==> config.mk <==
export PLATFORM = sky130hd
export DESIGN_NAME = simt_diverge_ctrl
export DESIGN_NICKNAME = d
export VERILOG_FILES = /design/src/rtl/simt_pkg.sv /design/src/rtl/simt_br_eval.sv /design/src/rtl/simt_rstack.sv /design/src/rtl/simt_diverge_ctrl.sv
export SDC_FILE = /design/constraint.sdc
export NUM_CORES = 1
export LEC_CHECK = 0
export BUFFER_PORTS_ARGS = -buffer_cell sky130_fd_sc_hd__buf_2
export CAP_MARGIN = 0
export CORE_UTILIZATION = 42
export CTS_BUF_LIST = sky130_fd_sc_hd__clkbuf_8
export CTS_CLUSTER_DIAMETER = 30
export DETAILED_ROUTE_END_ITERATION = 10
export GPL_TIMING_DRIVEN = 0
export PLACE_DENSITY = 0.58
export RECOVER_POWER = 50
export SYNTH_ARGS = -nofsm -noshare
export SYNTH_HDL_FRONTEND = slang
export SYNTH_SLANG_ARGS = --single-unit
==> constraint.sdc <==
create_clock -name clk -period 21.7 [get_ports clk]
set_input_delay 5.425 -clock clk [delete_from_list [all_inputs] [get_ports clk]]
set_output_delay 5.425 -clock clk [all_outputs]
set_load 0.02 [all_outputs]
==> src/rtl/simt_pkg.sv <==
package simt_pkg;
  typedef enum logic [1:0] {EV_NONE, EV_UNIFORM, EV_DIVERGE, EV_OVERFLOW} br_ev_e;

  // true when a stack holding `used` of `cap` entries can take `need` more
  function automatic logic room_for(input int used, input int cap, input int need);
    return (used + need) <= cap;
  endfunction
endpackage

==> src/rtl/simt_br_eval.sv <==
module simt_br_eval #(
  parameter int THREADS = 32
) (
  input  logic               br_valid,
  input  logic [THREADS-1:0] act_mask,
  input  logic [THREADS-1:0] taken,
  input  logic               room2,
  output simt_pkg::br_ev_e   ev,
  output logic               go_taken,
  output logic [THREADS-1:0] t_mask,
  output logic [THREADS-1:0] n_mask
);
  always_comb begin
    t_mask   = act_mask & taken;
    n_mask   = act_mask & ~taken;
    go_taken = (t_mask == act_mask);
    if (!br_valid)
      ev = simt_pkg::EV_NONE;
    else if (t_mask == '0 || n_mask == '0)
      ev = simt_pkg::EV_UNIFORM;
    else if (room2)
      ev = simt_pkg::EV_DIVERGE;
    else
      ev = simt_pkg::EV_OVERFLOW;
  end
endmodule

==> src/rtl/simt_rstack.sv <==
module simt_rstack #(
  parameter int W     = 8,
  parameter int DEPTH = 8
) (
  input  logic         clk,
  input  logic         rst_n,
  input  logic         push2,
  input  logic [W-1:0] push_lo,
  input  logic [W-1:0] push_hi,
  input  logic         pop,
  output logic [W-1:0] top_o,
  output logic         empty_o,
  output logic         room2_o
);
  localparam int AW = (DEPTH > 1) ? $clog2(DEPTH) : 1;
  localparam int DW = $clog2(DEPTH + 1);

  logic [DW-1:0] cnt;
  logic [W-1:0]  ent [DEPTH];

  for (genvar i = 0; i < DEPTH; i++) begin : g_slot
    always_ff @(posedge clk) begin
      if (push2 && cnt == DW'(i))
        ent[i] <= push_lo;
      else if (push2 && (cnt + DW'(1)) == DW'(i))
        ent[i] <= push_hi;
    end
  end

  always_ff @(posedge clk) begin
    if (!rst_n)
      cnt <= '0;
    else if (push2)
      cnt <= cnt + DW'(2);
    else if (pop)
      cnt <= cnt - DW'(1);
  end

  assign top_o   = ent[AW'(cnt - DW'(1))];
  assign empty_o = (cnt == '0);
  assign room2_o = simt_pkg::room_for(int'(cnt), DEPTH, 2);
endmodule

==> src/rtl/simt_diverge_ctrl.sv <==
module simt_diverge_ctrl #(
  parameter int               THREADS  = 32,
  parameter int               PC_W     = 32,
  parameter int               DEPTH    = 8,
  parameter logic [PC_W-1:0]  RESET_PC = '0
) (
  input  logic               clk,
  input  logic               rst_n,
  input  logic               br_valid,
  input  logic [THREADS-1:0] br_taken,
  input  logic [PC_W-1:0]    br_target,
  input  logic [PC_W-1:0]    br_fall,
  input  logic [PC_W-1:0]    br_reconv,
  input  logic               arr_valid,
  input  logic [PC_W-1:0]    arr_pc,
  output logic [PC_W-1:0]    pc_o,
  output logic [THREADS-1:0] mask_o,
  output logic               ovf_err
);
  // entry layout: {end_valid, end_pc, resume_pc, mask}
  localparam int EW = 1 + 2 * PC_W + THREADS;

  simt_pkg::br_ev_e   ev;
  logic               go_taken, room2, stk_empty;
  logic [THREADS-1:0] t_mask, n_mask;
  logic [EW-1:0]      ent_lo, ent_hi, ent_top;
  logic [PC_W-1:0]    end_pc;
  logic               end_vld;

  // named events for the checker
  logic ev_uniform, ev_diverge, ev_ovf, ev_pop;

  simt_br_eval #(.THREADS(THREADS)) u_eval (
    .br_valid (br_valid),
    .act_mask (mask_o),
    .taken    (br_taken),
    .room2    (room2),
    .ev       (ev),
    .go_taken (go_taken),
    .t_mask   (t_mask),
    .n_mask   (n_mask)
  );

  assign ev_uniform = (ev == simt_pkg::EV_UNIFORM);
  assign ev_diverge = (ev == simt_pkg::EV_DIVERGE);
  assign ev_ovf     = (ev == simt_pkg::EV_OVERFLOW);
  assign ev_pop     = arr_valid && !br_valid && end_vld && !stk_empty && (arr_pc == end_pc);

  assign ent_lo = {end_vld, end_pc, br_reconv, mask_o};
  assign ent_hi = {1'b1, br_reconv, br_fall, n_mask};

  simt_rstack #(.W(EW), .DEPTH(DEPTH)) u_stack (
    .clk     (clk),
    .rst_n   (rst_n),
    .push2   (ev_diverge),
    .push_lo (ent_lo),
    .push_hi (ent_hi),
    .pop     (ev_pop),
    .top_o   (ent_top),
    .empty_o (stk_empty),
    .room2_o (room2)
  );

  always_ff @(posedge clk) begin
    if (!rst_n) begin
      pc_o    <= RESET_PC;
      mask_o  <= '1;
      end_pc  <= '0;
      end_vld <= 1'b0;
      ovf_err <= 1'b0;
    end else begin
      unique case (ev)
        simt_pkg::EV_UNIFORM:  pc_o <= go_taken ? br_target : br_fall;
        simt_pkg::EV_DIVERGE: begin
          pc_o    <= br_target;
          mask_o  <= t_mask;
          end_pc  <= br_reconv;
          end_vld <= 1'b1;
        end
        simt_pkg::EV_OVERFLOW: ovf_err <= 1'b1;
        default: begin
          if (ev_pop)
            {end_vld, end_pc, pc_o, mask_o} <= ent_top;
          else if (arr_valid)
            pc_o <= arr_pc;
        end
      endcase
    end
  end
endmodule

==> results.json <==
{
  "status": "finished with violations",
  "violations": "capacitance limit, slew limit",
  "reg2regPathDepth": 18,
  "endpoint": "u_stack.ent[7][29]",
  "area_growth_pct": 18.2,
  "post-dp-hpwl_um": 102000,
  "antenna_found_initial": 16,
  "drc": 0,
  "path_clk_slew_ps": 50,
  "post-route-util_pct": 50.3,
  "syn-cell-area_mm2": 0.0428,
  "ys_top_cells_by_area": "edfxtp_1 54%, mux4_2 10%, mux2_2 8.4%",
  "finalNonFillerCells": 5183,
  "grt_usage_pct": 29.7,
  "r2r-start": "u_stack.cnt[0]",
  "cts_tree": "done",
  "synth_most_common_cell": "edfxtp_1",
  "power.leakage_nw": 18.1,
  "drv_cap": 10,
  "ys_ff_latch": 878,
  "synth_edf_count": 775,
  "die_area_mm2": 0.103,
  "cp.depth": 15,
  "cts_buffer_depth": 3,
  "r2r_slack_ps": 11940,
  "powerDensity_mw_per_mm2": 92.5,
  "cp_top_family": "buffers and inverters",
  "grt_max_degree": 37,
  "antenna_left": 0,
  "clkLatencyLatePin_ps": 880,
  "required_ps": 22070,
  "avgSynthCellArea_um2": 13.5,
  "drive_gt1_share_pct": 27.3,
  "syn_inst": 3181,
  "r2r-end": "u_stack.ent[7][29]",
  "cp.arrival_ps": 13570,
  "finalSetupViolations": 0,
  "die_w_um": 321,
  "critPathLaunch": "br_taken[8]",
  "nets": 3823,
  "ys.flop_type": "edfxtp_1",
  "synth_cell_type_count": 52,
  "grt_setup_unrepaired": "false",
  "grt_pass1_wl_um": 219000,
  "startpoint_type": "input pin",
  "fp.dieH_um": 321,
  "ioPinCount": 229,
  "fmax_ghz": 0.0758,
  "cts_root_buffer": "clkbuf_8",
  "crit_top_cell": "clkbuf_1",
  "synth_top_area_share_pct": 54.4,
  "h-tree-depth": 4,
  "tns_ps": 0,
  "cp_num_buf_inv": 7,
  "firstDrtPassIters": 6,
  "tightest_slew_ps": 3170,
  "path_cells": "clkbuf_1, clkbuf_1, a22oi_1, nand3_1, or4_1, o21ai_0, o21a_1, inv_1, ha_1, clkbuf_1, inv_1, nor4_1, clkbuf_1, a31o_1, clkbuf_1",
  "cts_hold_buf": 0,
  "routed_wl_um": 154000,
  "drtIter0Drc": 4034,
  "gp_congestion": 0.903,
  "yosysWarningCount": 0,
  "vias_per_cell": 6.03,
  "slew_violations": 231,
  "num_vias": 31200,
  "finalCriticalPeriod_ps": 13190,
  "synthArstFlopShare_pct": 0,
  "worstHoldStart": "pc_o[0]",
  "synth_nets": 3357,
  "slowest_delay_ps": 2330,
  "floorplan.initialDensity_pct": 42.6,
  "seq_area_frac_synth_pct": 59.2,
  "ir_drop_uv": 60.0,
  "cts_sinks": 878,
  "slowest_stage": "clkbuf_1",
  "post-route-period-util_pct": 60.8,
  "placed_cells": 4801,
  "portBuffers": 227,
  "synth_common_cells": "775 x edfxtp_1, 434 x nand2_1, 328 x a21oi_1",
  "skew_ps": 63.2,
  "yosys.area.top_type": "edfxtp_1",
  "crit_fanout": 36,
  "overflow": 0,
  "finalHoldViolations": 0,
  "worst_setup_path_end_kind": "flip-flop",
  "post-cts-setup-buffers": 0,
  "core_mm2": 0.101,
  "grt_pass1_vias": 30800,
  "worstSetupPathType": "in -> reg",
  "rows": 116,
  "cts_buffers": 201,
  "cts_resized": 0,
  "hp-class": "reg -> reg",
  "relSlewSlack_pct": -111,
  "drt-wirelength-per-cell_um": 29.8
}
==> stage by stage <==
stage	hold WS, ps	worst slack (ps)	power [mW]	area, um2
2_1_floorplan	478	9150	2.38	42800
3_3_place_gp	446	1330	2.62	45600
3_5_place_dp	453	10390	2.63	46600
4_1_cts	465	11300	4.69	51100
5_1_grt	489	8450	4.81	50600
6_report	465	8510	4.68	50600
==> worst min-delay path by stage <==
stage                          to  slack [ps]  cells after the start
6_report                  pc_o[0]         460                      1
3_5_place_dp             pc_o[21]         450                      1
4_1_cts                   pc_o[0]         470                      1
3_3_place_gp              pc_o[5]         450                      1
5_1_grt                  pc_o[22]         490                      1
2_1_floorplan  u_stack.ent[4][96]         480                      2
==> placed cells by master (no fill, tap or decap), types with 12 or more instances in the layout <==
| cell type | synthesis | routed |
|---|---|---|
| mux2i_1 | 66 | 66 |
| o211ai_1 | 32 | 32 |
| ha_1 | 12 | 12 |
| o21a_1 | 33 | 33 |
| buf_12 | 0 | 12 |
| a22oi_1 | 12 | 12 |
| clkinv_1 | 8 | 34 |
| xnor2_1 | 12 | 12 |
| nand2b_1 | 26 | 26 |
| buf_2 | 18 | 177 |
| inv_1 | 98 | 141 |
| a32o_1 | 31 | 31 |
| clkbuf_8 | 0 | 221 |
| xor2_1 | 27 | 27 |
| nand2_1 | 434 | 435 |
| o21ai_0 | 101 | 101 |
| nor2_1 | 49 | 49 |
| mux2_2 | 320 | 319 |
| edfxtp_1 | 775 | 775 |
| bufinv_16 | 0 | 26 |
| clkbuf_1 | 249 | 334 |
| a21oi_1 | 328 | 328 |
| a22o_1 | 34 | 34 |
| a211o_1 | 32 | 32 |
| clkinv_2 | 0 | 38 |
| clkinvlp_4 | 0 | 13 |
| buf_1 | 49 | 48 |
| o221ai_1 | 63 | 63 |
| dfxtp_1 | 103 | 103 |
| mux4_2 | 194 | 194 |
==> routing by layer <==
metal	wire length [um]	track usage, %	vias up	part of all wire [%]
met1	60000	38.7	15800	39
met2	73100	47.5	1875	47
met5	86	0	-	0.056
li1	-	-	13200	-
met4	6350	12.9	14	4.1
met3	15000	6.78	374	9.7
==> sequential cells by signal (all words and copies together), names as in the netlist <==
register and count:
end_pc 32, end_vld 1, pc_o 32, mask_o 32
ovf_err 1, u_stack.ent 776, u_stack.cnt 4
==> final cells by class <==
cell class                      instances  area [um2]
Buffer                                326        1290
Tap cell                             1357        1700
Clock buffer                          221        3040
Sequential cell                       878       25300
Inverter                              107         402
Antenna cell                            3        7.51
Fill cell                            8960       50000
Multi-Input combinational cell       1870       15800
Clock inverter                        158        1460
Timing Repair Buffer                  263        1630
==> cells by family after synthesis <==
logic type | synth area share (%)
AO/OA/AOI/OAI | 10.3
XOR/XNOR | 0.798
adder cells (fa/ha/maj) | 0.351
buffers and inverters | 4.02
flip-flops | 59.2
multiplexers | 20.2
AND/OR/NAND/NOR | 5.23
==> report_power, final <==
part | leakage [nW] | internal [mW] | switching, mW
Clock | 2.44 | 1.26 | 0.833
Combinational | 7.58 | 0.210 | 0.388
Sequential | 8.05 | 1.96 | 0.0371
Total | 18.1 | 3.43 | 1.26
Note: power is estimated with default switching activity, not from simulation.
